$ cat src/rtl/spi_word_master.sv
`timescale 1ns/1ps
module spi_word_master #(
  parameter int NUM_SLAVES = 4,
  parameter int MAX_BITS   = 16,
  parameter int DIV_W      = 8,
  parameter int SEL_W      = (NUM_SLAVES > 1) ? $clog2(NUM_SLAVES) : 1,
  parameter int LEN_W      = $clog2(MAX_BITS + 1)
) (
  input  logic                  clk,
  input  logic                  rst_n,
  input  logic                  start,
  input  logic [MAX_BITS-1:0]   tx_word,
  input  logic [LEN_W-1:0]      word_len,
  input  logic                  cpol,
  input  logic                  cpha,
  input  logic [SEL_W-1:0]      slave_idx,
  input  logic [DIV_W-1:0]      divider,
  input  logic                  miso,
  output logic                  sclk,
  output logic                  mosi,
  output logic [NUM_SLAVES-1:0] ss_n,
  output logic [MAX_BITS-1:0]   rx_word,
  output logic                  busy,
  output logic                  done
);
  localparam int MIN_BITS = 3;
  localparam int EDGE_W   = $clog2(2 * MAX_BITS + 1);

  typedef enum logic [1:0] {S_IDLE, S_LEAD, S_RUN, S_TAIL} state_t;

  state_t                  state;
  logic [DIV_W-1:0]        div_q, div_cnt;
  logic [LEN_W-1:0]        len_q, len_c;
  logic                    cpha_q, smp, sclk_r, done_r;
  logic [EDGE_W-1:0]       edge_idx;
  logic [MAX_BITS-1:0]     sr, sr_nx, mask_c, top_bit;
  logic [NUM_SLAVES-1:0]   ss_r;

  always_comb begin
    if (word_len < LEN_W'(MIN_BITS))      len_c = LEN_W'(MIN_BITS);
    else if (word_len > LEN_W'(MAX_BITS)) len_c = LEN_W'(MAX_BITS);
    else                                  len_c = word_len;
  end

  assign mask_c  = {MAX_BITS{1'b1}} >> (LEN_W'(MAX_BITS) - len_c);
  assign top_bit = {{(MAX_BITS-1){1'b0}}, 1'b1} << (len_q - 1'b1);
  assign sr_nx   = (sr >> 1) | ({MAX_BITS{smp}} & top_bit);

  wire              tick     = (state != S_IDLE) && (div_cnt == div_q);
  wire [EDGE_W-1:0] last_idx = EDGE_W'({len_q, 1'b0}) - EDGE_W'(1);
  wire              in_run   = (state == S_RUN);
  wire              samp_evt = tick && in_run && (edge_idx[0] == cpha_q);
  wire              shift_evt = tick && ((in_run && (cpha_q ? (!edge_idx[0] && edge_idx != '0)
                                                            : edge_idx[0]))
                                         || (state == S_TAIL && cpha_q));

  always_ff @(posedge clk or negedge rst_n) begin
    if (!rst_n) begin
      state    <= S_IDLE;
      div_q    <= '0;
      div_cnt  <= '0;
      len_q    <= LEN_W'(MIN_BITS);
      cpha_q   <= 1'b0;
      smp      <= 1'b0;
      sclk_r   <= 1'b0;
      done_r   <= 1'b0;
      edge_idx <= '0;
      sr       <= '0;
      ss_r     <= '1;
    end else begin
      done_r <= 1'b0;
      if (samp_evt)  smp <= miso;
      if (shift_evt) sr  <= sr_nx;
      if (state == S_IDLE) begin
        sclk_r <= cpol;
        if (start) begin
          state    <= S_LEAD;
          div_q    <= divider;
          div_cnt  <= '0;
          len_q    <= len_c;
          cpha_q   <= cpha;
          edge_idx <= '0;
          sr       <= tx_word & mask_c;
          ss_r     <= ~(NUM_SLAVES'(1) << slave_idx);
        end
      end else begin
        div_cnt <= tick ? '0 : div_cnt + 1'b1;
        if (tick) begin
          case (state)
            S_LEAD: state <= S_RUN;
            S_RUN: begin
              sclk_r   <= ~sclk_r;
              edge_idx <= edge_idx + 1'b1;
              if (edge_idx == last_idx) state <= S_TAIL;
            end
            S_TAIL: begin
              state  <= S_IDLE;
              ss_r   <= '1;
              done_r <= 1'b1;
            end
            default: state <= S_IDLE;
          endcase
        end
      end
    end
  end

  assign sclk    = sclk_r;
  assign mosi    = sr[0];
  assign ss_n    = ss_r;
  assign rx_word = sr;
  assign busy    = (state != S_IDLE);
  assign done    = done_r;
endmodule

$ cat config.mk
export PLATFORM = sky130hd
export DESIGN_NAME = spi_word_master
export DESIGN_NICKNAME = d
export VERILOG_FILES = /design/src/rtl/spi_word_master.sv
export SDC_FILE = /design/constraint.sdc
export NUM_CORES = 1
export LEC_CHECK = 0
export CAP_MARGIN = 25
export CORE_ASPECT_RATIO = 0.6
export CORE_UTILIZATION = 25
export CTS_BUF_LIST = sky130_fd_sc_hd__clkbuf_8
export CTS_CLUSTER_DIAMETER = 30
export CTS_CLUSTER_SIZE = 30
export DETAILED_ROUTE_END_ITERATION = 7
export PLACE_DENSITY = 0.47
export SYNTH_ARGS = -nofsm -noshare
export SYNTH_HDL_FRONTEND = slang
export SYNTH_SLANG_ARGS = --single-unit
$ cat constraint.sdc
create_clock -name clk -period 2.3 [get_ports clk]
set_input_delay 0.46 -clock clk [delete_from_list [all_inputs] [get_ports clk]]
set_output_delay 0.46 -clock clk [all_outputs]
set_load 0.02 [all_outputs]
-- Yosys cells after proc, flatten, opt, wreduce, memory -nomap -nowiden
Cells that the tools add are included.
- flip-flop bits (word level): 53
- bits of input ports: 37
- output and inout port bits: 24
- word-level logic and storage cells: 82
- $add $sub $neg: 5
- magnitude comparators: 2
- equal/unequal tests: 8
- shifts and indexed selects: 3
- multiplexer cells: 28
- bitwise gates (word level): 5
- reduce and logical (&&, ||, !) cells: 20
- operators by type and width (cell ; count):
    $mux W16 ; 3
    $and A16 B16 Y16 ; 2
    $mux W6 ; 4
    $mux W8 ; 3
    $mux W4 ; 4
    $or A15 B16 Y16 ; 1
    $shl A1 B5 Y16 const A ; 1
    $shr A16 B5 Y16 const A ; 1
    $mux W5 ; 2
    $reduce_and A3 Y1 ; 3
    $add A8 B1 Y8 const B ; 1
    $eq A8 B8 Y1 ; 1
    $mux W2 ; 4
    $reduce_bool A2 Y1 ; 4
    $logic_and A1 B1 Y1 ; 7
    $mux W1 ; 7
    $add A6 B1 Y6 const B ; 1
    $eq A6 B6 Y1 ; 1
    $reduce_bool A6 Y1 ; 1
    $sub A6 B1 Y6 const B ; 1
    $gt A5 B5 Y1 const B ; 1
    $lt A5 B2 Y1 const B ; 1
    $sub A5 B1 Y5 const B ; 1
    $sub A5 B5 Y5 const A ; 1
    other kinds (13) ; 15

-- Logic depth before layout (Yosys ltp)
Gate-level depths: netlist of the first run.
- depth in word-level cells: 9
- mapped depth: 9
- depth with buffers taken out: 8

-- Least setup slack after synthesis of the first run
Ideal clock, no wire load.
- kind: reg2reg
- from: register len_q[0]
- to: register state[1]
- setup time: 125 ps
- arrival: 2172 ps
- data required time: 2175 ps
- setup slack: 3 ps
- stages on the path, launching flop included: 9
- buffers on the path: 1
- path through: dfstp_2 -> inv_1 -> ha_1 -> buf_2 -> nor3b_1 -> xnor2_1 -> o41ai_1 -> a21boi_0 -> mux2_2
- word-level cells in the longest chain between the ends: 4
- ends and longest elaborated chain (what ; line ; source):
    start, declared ; 33 ; logic [LEN_W-1:0] len_q, len_c;
    start signal, assigned ; 62 ; len_q <= LEN_W'(MIN_BITS);
    start signal, assigned ; 80 ; len_q <= len_c;
    $sub A6 B1 Y6 ; 50 ; wire [EDGE_W-1:0] last_idx = EDGE_W'({len_q, 1'b0}) - EDGE_W'(1);
    $eq A6 B6 Y1 ; 94 ; if (edge_idx == last_idx) state <= S_TAIL;
    $ne A3 B1 Y1 (no line) ; -- ;
    $reduce_and A3 Y1 (no line) ; -- ;
    end signal, assigned ; 94 ;
    end signal, assigned ; 97 ; state <= S_IDLE;
    end signal, assigned ; 101 ; default: state <= S_IDLE;
    end, declared ; 31 ; state_t state;
Every way passes these cells.
A chain may end at the register's enable or synchronous reset.

-- Worst setup path in the final report of the first run
Same ends and word-level chain as after synthesis.

==> metrics, run 1 <==
status=finished clean; Die Wd=147.5 um; Setup CP Type=flop to flop; CTS buffer count=5; Worst Setup End Kind=flop; Final Hold Viols=0; Max Clk Rate=440.7 MHz; pwr/cell area=365.9 nW/um2; relative slew slack=55.42%; Clock Pin Slew Worst Setup and Hold Paths=0.11 ns; main combinational cell family by area after synthesis=compound AO/OA/AOI/OAI gates; Tmin final=2.269 ns; ys async rst share=100.0%; CTS Sinks=53; Seq/Total Area, Yosys=42.00%; GRT Util Overall=14.61%; library cells used by synthesis=49; largest net degree at the start of global routing=26; clock root cell=clkbuf_8; vias per cell=4.864; worst-skew pair later-pin latency=0.32 ns; Post-Synth Simple-Gate Area=16.67%; EDFF count, synth=0; row count=31; Core Area=12,220 um2; Final ANT Viol Nets=0; post-synth top area share=37.04%; Least-Margin Pin Slew=0.6651 ns; CTS tree=built; Tightest Hold Check Type=input pin to async pin; unrepaired setup endpoints after global routing=yes; TritonRoute pass-1 iters=5; Area after DPL=4258 um2; port bufs=60; Setup violations, final=0; reg2reg path depth=8; Synth Register Bits=53; # diodes=0; Post-synth top cells=47 x dfrtp_1, 38 x nand2_1, 30 x o21ai_0; CP Data Arrival Time=2.47 ns; H-tree Lvls=2; initial DRC count=147; Synth area leaders=dfrtp_1 37%, mux2_2 5.7%, ha_1 5.5%; Synth area leader=dfrtp_1; drt drc=0; Req. time, crit path=2.50 ns; first-pass GRT wire length=14,920 um; Max FO, Critical Path=3; Slew Limit Fails=0; Die ar.=13,170 um2; IO Pins=61; adder-cell area share of the yosys netlist=5.516%; Synth Area in Compound Gates=19.86%; # nets final=488; GRT overflow=0; share of layout cells above drive strength 1=24.89%; Max VDD drop=0.1311 mV; Tcrit/Tclk final=98.66%; synth warn=0; crit start category=flop; Gate Count Post-Synth=335; vias post-DR=2,933; post-synthesis mux area share=6.935%; post-DP HPWL=7137 um; Pleak=1.832 nW; count leader, synth=dfrtp_1; mapped cell area=3176 um2; Die Y=89.30 um; clock buffer depth=2; routability cong.=0.8129; wire length per cell=15.36 um; final instance area=4522 um2; area grow syn2layout=42.40%; Syn Area/Cell=9.479 um2; final wirelength=9264 um; Final Core Density=37.01%; Mapped Nets=386; initial antenna violation count=0; Synth Area in XOR/XNOR=5.516%; Post-synth top flop=dfrtp_1; vias in the first global route=2,744; Initial Util=25.99%; max_cap viols=0; Worst Skew=0.01178 ns
-- cell usage in the layout (no fill, tap or decap), drive strengths merged, types with 5 or more instances in the layout --
cell type,instances
o211ai,15
inv,12
ha,14
nor2,10
o31ai,5
nand3b,5
clkbuf,5
dfrtp,47
xnor2,15
a21oi,16
o21ai,30
dfstp,6
nand2,38
buf,51
xor2,5
a211oi,7
nor3,12
nand3,11
clkdlybuf4s50,58
mux2,16
-- state kept, by name, indices dropped and copies added, names as in the netlist, 2 cells and up --
name,count
rx_word,16
div_q,8
div_cnt,8
state,2
edge_idx,6
ss_n,4
len_q,5
-- final timing paths --
path                       startpoint          to  slack [ns]
max                          len_q[0]    state[1]        0.03
min                             rst_n  rx_word[8]        0.09
max reg2reg                  len_q[0]    state[1]        0.03
min reg2reg                      sclk        sclk        0.49
max in group asynchronous       rst_n     ss_n[0]        1.48
min in group clk                 sclk        sclk        0.49
-- report_power, final --
part | switching, W | internal [W]
clock | 0.000340 | 0.000212
combinational | 0.0000765 | 0.0000924
sequential | 0.000000462 | 0.000933
total | 0.000417 | 0.00124
-- through the flow --
step / total power [W] / std cells / hold slack [ns] / TNS [ns] / worst slack [ns]
after floorplan: 0.0009869 / 335 / 0.1644 / 0 / 0.002883
after global placement: 0.001115 / 590 / 0.4573 / -6.282 / -0.5377
after detailed placement: 0.001115 / 590 / 0.4585 / -7.620 / -0.6151
after CTS: 0.001676 / 599 / 0.1037 / 0 / 0.01352
after global routing: 0.001723 / 603 / 0.1130 / -0.1321 / -0.06404
final: 0.001655 / 603 / 0.09117 / 0 / 0.03088
-- routing by layer --
metal,global-route usage (%),vias up,part of all wire (%)
li1,-,1428,-
met1,23.14,1429,55
met2,20.37,72,40
met3,2.347,4,4.6
met4,2.812,0,0.55
met5,0,-,0
-- worst max-delay path: stages (launching register included) --
cell and delay, ns:
dfstp_2 0.56, inv_2 0.06, ha_4 0.27, xor2_2 0.14
nand3_1 0.10, o41ai_2 0.39, buf_4 0.18, a21boi_4 0.17
mux2_4 0.30
-- final cells by class --
class,instances,area (um2)
Tap cell,165,206.4
Multi-Input combinational cell,254,1877
Timing Repair Buffer,110,969.7
Clock inverter,3,17.52
Clock buffer,5,68.82
Fill cell,1244,7696
Inverter,13,48.80
Sequential cell,53,1334
-- cells by family after synthesis --
family	Yosys count
compound gates	96
simple gates	104
buf+inv	28
mux	20
fa+ha+maj	14
flops	53
xor+xnor	20
-- repair_timing --
action | CTS | global route
gates resized for setup | 9 | 22
setup endpoints to repair | 14 | 18
pin swaps | 2 | 6
buffers inserted | 1 | 4
hold buffers | 0 | 0
No activity file was read; power rests on OpenSTA's default activity.
==> run 2, diff against run 1 <==
RECOVER_POWER = 50   (was not set)
==> metrics, run 2 (synthesized netlist as in run 1, its figures left out) <==
initial antenna violation count=0; Die Wd=147.5 um; post-DP HPWL=7137 um; Die Y=89.30 um; RR Startpoint=len_q[0]; family with the most delay on the worst path=flip-flops; status=finished clean; vias in the first global route=2,744; Setup violations, final=0; Worst Path Buf+Inv=2; clock buffer depth=2; crit start category=flop; CP max stage delay=0.56 ns; pwr/cell area=366.0 nW/um2; CP Data Arrival Time=2.47 ns; reg-to-reg setup timing slack=0.04 ns; Max VDD drop=0.1311 mV; Slew Limit Fails=0; Max FO, Critical Path=3; crit-path cells=inv_2 > ha_4 > xor2_2 > nand3_1 > o41ai_2 > buf_4 > a21boi_4 > mux2_4; final wirelength=9264 um; drt drc=0; Setup CP Type=flop to flop; worst-skew pair later-pin latency=0.32 ns; slowest cell on the critical path=dfstp_2; # diodes=0; vias per cell=4.872; CTS buffer count=5; cts hold-fix bufs=0; Tightest Hold Check Type=input pin to async pin; Tmin final=2.264 ns; commonest non-fill, non-tap cell in the layout=clkdlybuf4s50_1; unrepaired setup endpoints after global routing=yes; area grow syn2layout=42.08%; relative slew slack=22.28%; final instance area=4512 um2; GRT Util Overall=14.61%; wire length per cell=15.36 um; TritonRoute pass-1 iters=4; max_cap viols=0; most frequent cells in the layout=53 x clkdlybuf4s50_1, 48 x buf_4, 47 x dfrtp_1; CTS tree=built; vias post-DR=2,938; Area after DPL=4258 um2; CTS Sinks=53; Die ar.=13,170 um2; Worst Skew=0.01128 ns; row count=31; Req. time, crit path=2.51 ns; Max Clk Rate=441.6 MHz; H-tree Lvls=2; max reg flops=16; first-pass GRT wire length=14,920 um; Clock Pin Slew Worst Setup and Hold Paths=0.11 ns; Final ANT Viol Nets=0; port bufs=60; largest net degree at the start of global routing=26; Least-Margin Pin Slew=1.166 ns; Final Hold Viols=0; Initial Util=25.99%; Worst Setup End Kind=flop; Final Core Density=36.93%; Min Hold Slack=0.3435 ns; Core Area=12,220 um2; reg2reg path depth=8; GRT overflow=0; routability cong.=0.8129; # nets final=488; share of layout cells above drive strength 1=24.20%; Worst R2R End=state[1]; clock root cell=clkbuf_8; initial DRC count=140; Pleak=1.824 nW; IO Pins=61; Tcrit/Tclk final=98.45%
run 2: through the flow:
step	worst slack, ns	power, W	TNS, ns	std cells
global route	-0.06404	0.001722	-0.1321	603
finish	0.03560	0.001651	0	603
detailed placement	-0.6151	0.001115	-7.620	590
floorplan	0.002883	0.0009869	0	335
global placement	-0.5377	0.001115	-6.282	590
CTS	0.01352	0.001676	0	599
run 2: how the worst max path moves through the flow:
stage / depth (start not counted) / slack, ns / start / to
finish: 8 / 0.04 / len_q[0] / state[1]
global route: 8 / -0.06 / edge_idx[0] / rx_word[0]
CTS: 8 / 0.01 / len_q[0] / state[1]
detailed placement: 8 / -0.62 / word_len[3] / rx_word[3]
global placement: 8 / -0.54 / word_len[3] / rx_word[1]
floorplan: 8 / 0.003 / len_q[0] / state[1]
run 2: worst reg2reg max path, stage by stage, from the launching register on:
cell	delay (ns)
dfstp_2	0.56
inv_2	0.06
ha_4	0.27
xor2_2	0.14
nand3_1	0.10
o41ai_2	0.39
buf_4	0.18
a21boi_4	0.17
mux2_4	0.30
run 2: metal layers:
metal  up-vias  wire length, um  global-route usage [%]
met2        70             3706                   20.37
met1      1436             5058                   23.14
met4         0               51                   2.812
met5         -                0                       0
li1       1428                -                       -
met3         4              447                   2.347
run 2: where the power goes:
part | switching, W | internal [W]
Combinational | 0.0000759 | 0.0000908
Clock | 0.000339 | 0.000212
Sequential | 0.000000461 | 0.000933
Total | 0.000416 | 0.00124
run 2: layout make-up:
| cell class | count | area [um2] |
|---|---|---|
| clock buffers | 5 | 68.82 |
| clock inverters | 3 | 17.52 |
| fillers | 1241 | 7706 |
| inverters | 13 | 48.80 |
| multi-input cells | 254 | 1874 |
| flip-flops and latches | 53 | 1334 |
| well taps | 165 | 206.4 |
| repair buffers | 110 | 962.2 |
run 2: timing repair:
| action | CTS | global route |
|---|---|---|
| setup buffers | 1 | 4 |
| endpoints found under the hold margin | 0 | 0 |
| setup endpoints to repair | 14 | 18 |
| pin swaps | 2 | 6 |
| resized for setup | 9 | 22 |
==> run 3, diff against run 2 <==
CAP_MARGIN = 40   (was 25)
CORE_MARGIN = 3   (was not set)
==> metrics, run 3 (synthesized netlist as in run 1, its figures left out) <==
status=finished clean; Max Clk Rate=455.0 MHz; crit start category=flop; slowest cell on the critical path=dfstp_2; Worst Path Buf+Inv=2; IO Pins=61; Tcrit/Tclk final=95.56%; most frequent cells in the layout=58 x clkdlybuf4s50_1, 48 x buf_4, 47 x dfrtp_1; family with the most delay on the worst path=flip-flops; CP max stage delay=0.55 ns; Initial Util=25.99%; port bufs=60; RR Startpoint=len_q[0]; commonest non-fill, non-tap cell in the layout=clkdlybuf4s50_1; CP startpoint=len_q[0]; max reg flops=16; Setup violations, final=0; Combinational Power Share=10.1%; vias post-DR=2,970; Layout Cells excl Fill=605; max_cap viols=0; Core Area=12,220 um2; CTS tree=built; FILL cells=1,244; vias per cell=4.909; Psw=0.0004350 W; Worst Setup EP=state[1]; Area after DPL=4288 um2; TritonRoute pass-1 iters=4; Final Hold Viols=0; cts hold-fix bufs=0; wire length per cell=15.57 um; CP Data Arrival Time=2.41 ns; worst-skew pair later-pin latency=0.33 ns; largest net degree at the start of global routing=37; post-DP HPWL=7170 um; GRT Util Overall=13.89%; Worst Skew=0.01903 ns; initial DRC count=163; Die Y=93.30 um; reg-to-reg setup timing slack=0.10 ns; CTS Sinks=53; Setup CP Type=flop to flop; Worst R2R End=state[1]; drt drc=0; Final ANT Viol Nets=0; WP depth=8; most used cell, CP=xnor2_2; clock share of power=34.4%; net switching fraction of the power=25.83%; unrepaired setup endpoints after global routing=yes; pwr/cell area=370.0 nW/um2; Die Wd=151.5 um; Cells after DPL=591; Worst Setup End Kind=flop; vias in the first global route=2,901; Req. time, crit path=2.51 ns; Max VDD drop=0.1386 mV; H-tree Lvls=2; Final Core Density=37.27%; Least-Margin Pin Slew=1.071 ns; Clock Pin Slew Worst Setup and Hold Paths=0.10 ns; footprint of the multi-input gates=1861 um2; Die ar.=14,140 um2; GRT overflow=0; power share of the sequential group=55.4%; Tmin final=2.198 ns; Max FO, Critical Path=3; Pleak=1.844 nW; share of layout cells above drive strength 1=24.09%; routability cong.=0.8189; Internal Power=0.001249 W; clock buffer depth=2; CTS buffer count=5; final instance area=4553 um2; reg2reg path depth=8; first-pass GRT wire length=15,490 um; row count=31; area grow syn2layout=43.38%; FF+latch area=1334 um2; crit-path cells=inv_2 > ha_4 > xnor2_2 > xnor2_2 > o41ai_2 > buf_4 > a21boi_2 > mux2_2; setup TNS=0 ns; clock root cell=clkbuf_8; # diodes=0; final wirelength=9417 um; Slew Limit Fails=0; # nets final=490; initial antenna violation count=0; Tightest Hold Check Type=input pin to async pin; relative slew slack=28.63%
[run 3: layer usage]
layer / global-route usage (%) / share of wire, %
met1: 22.24 / 52
met2: 18.66 / 40
met3: 3.051 / 7.3
met4: 2.915 / 0.78
met5: 0 / 0
[run 3: area by class of cell]
| class | count | share of cell area (%) |
|---|---|---|
| Multi-Input combinational cell | 254 | 40.86 |
| Sequential cell | 53 | 29.29 |
| Timing Repair Buffer | 112 | 22.15 |
| Tap cell | 165 | 4.534 |
| Clock buffer | 5 | 1.511 |
| Inverter | 13 | 1.072 |
| Clock inverter | 3 | 0.5771 |
[run 3: repair_timing]
action,CTS,global route
gates resized for setup,8,21
endpoints found under the setup margin,7,17
pin swaps,0,6
cloned,0,1
setup buffers,1,4
hold endpoints to repair,0,0
[run 3: per-stage QoR]
step / worst slack [ns] / power (W) / hold slack (ns)
after floorplan: 0.002883 / 0.0009869 / 0.1644
after global placement: -0.5379 / 0.001117 / 0.4499
after detailed placement: -0.4100 / 0.001116 / 0.4499
after CTS: 0.007959 / 0.001705 / 0.08993
after global routing: -0.02558 / 0.001765 / 0.3970
final: 0.1020 / 0.001684 / 0.3088
[run 3: worst min path at each step]
stage | startpoint | end | slack [ns]
6_report | rst_n | rx_word[13] | 0.31
5_1_grt | rst_n | done | 0.40
4_1_cts | rst_n | done | 0.09
3_5_place_dp | rst_n | done | 0.45
3_3_place_gp | rst_n | done | 0.45
2_1_floorplan | rst_n | cpha_q | 0.16
[run 3: power groups by stage]
stage               registers [W]  clock network, W  logic [W]
CTS                      0.000934          0.000603   0.000168
floorplan                0.000953                 0  0.0000339
global placement         0.000952                 0   0.000165
finish                   0.000934          0.000580   0.000171
detailed placement       0.000952                 0   0.000164
global route             0.000934          0.000642   0.000188
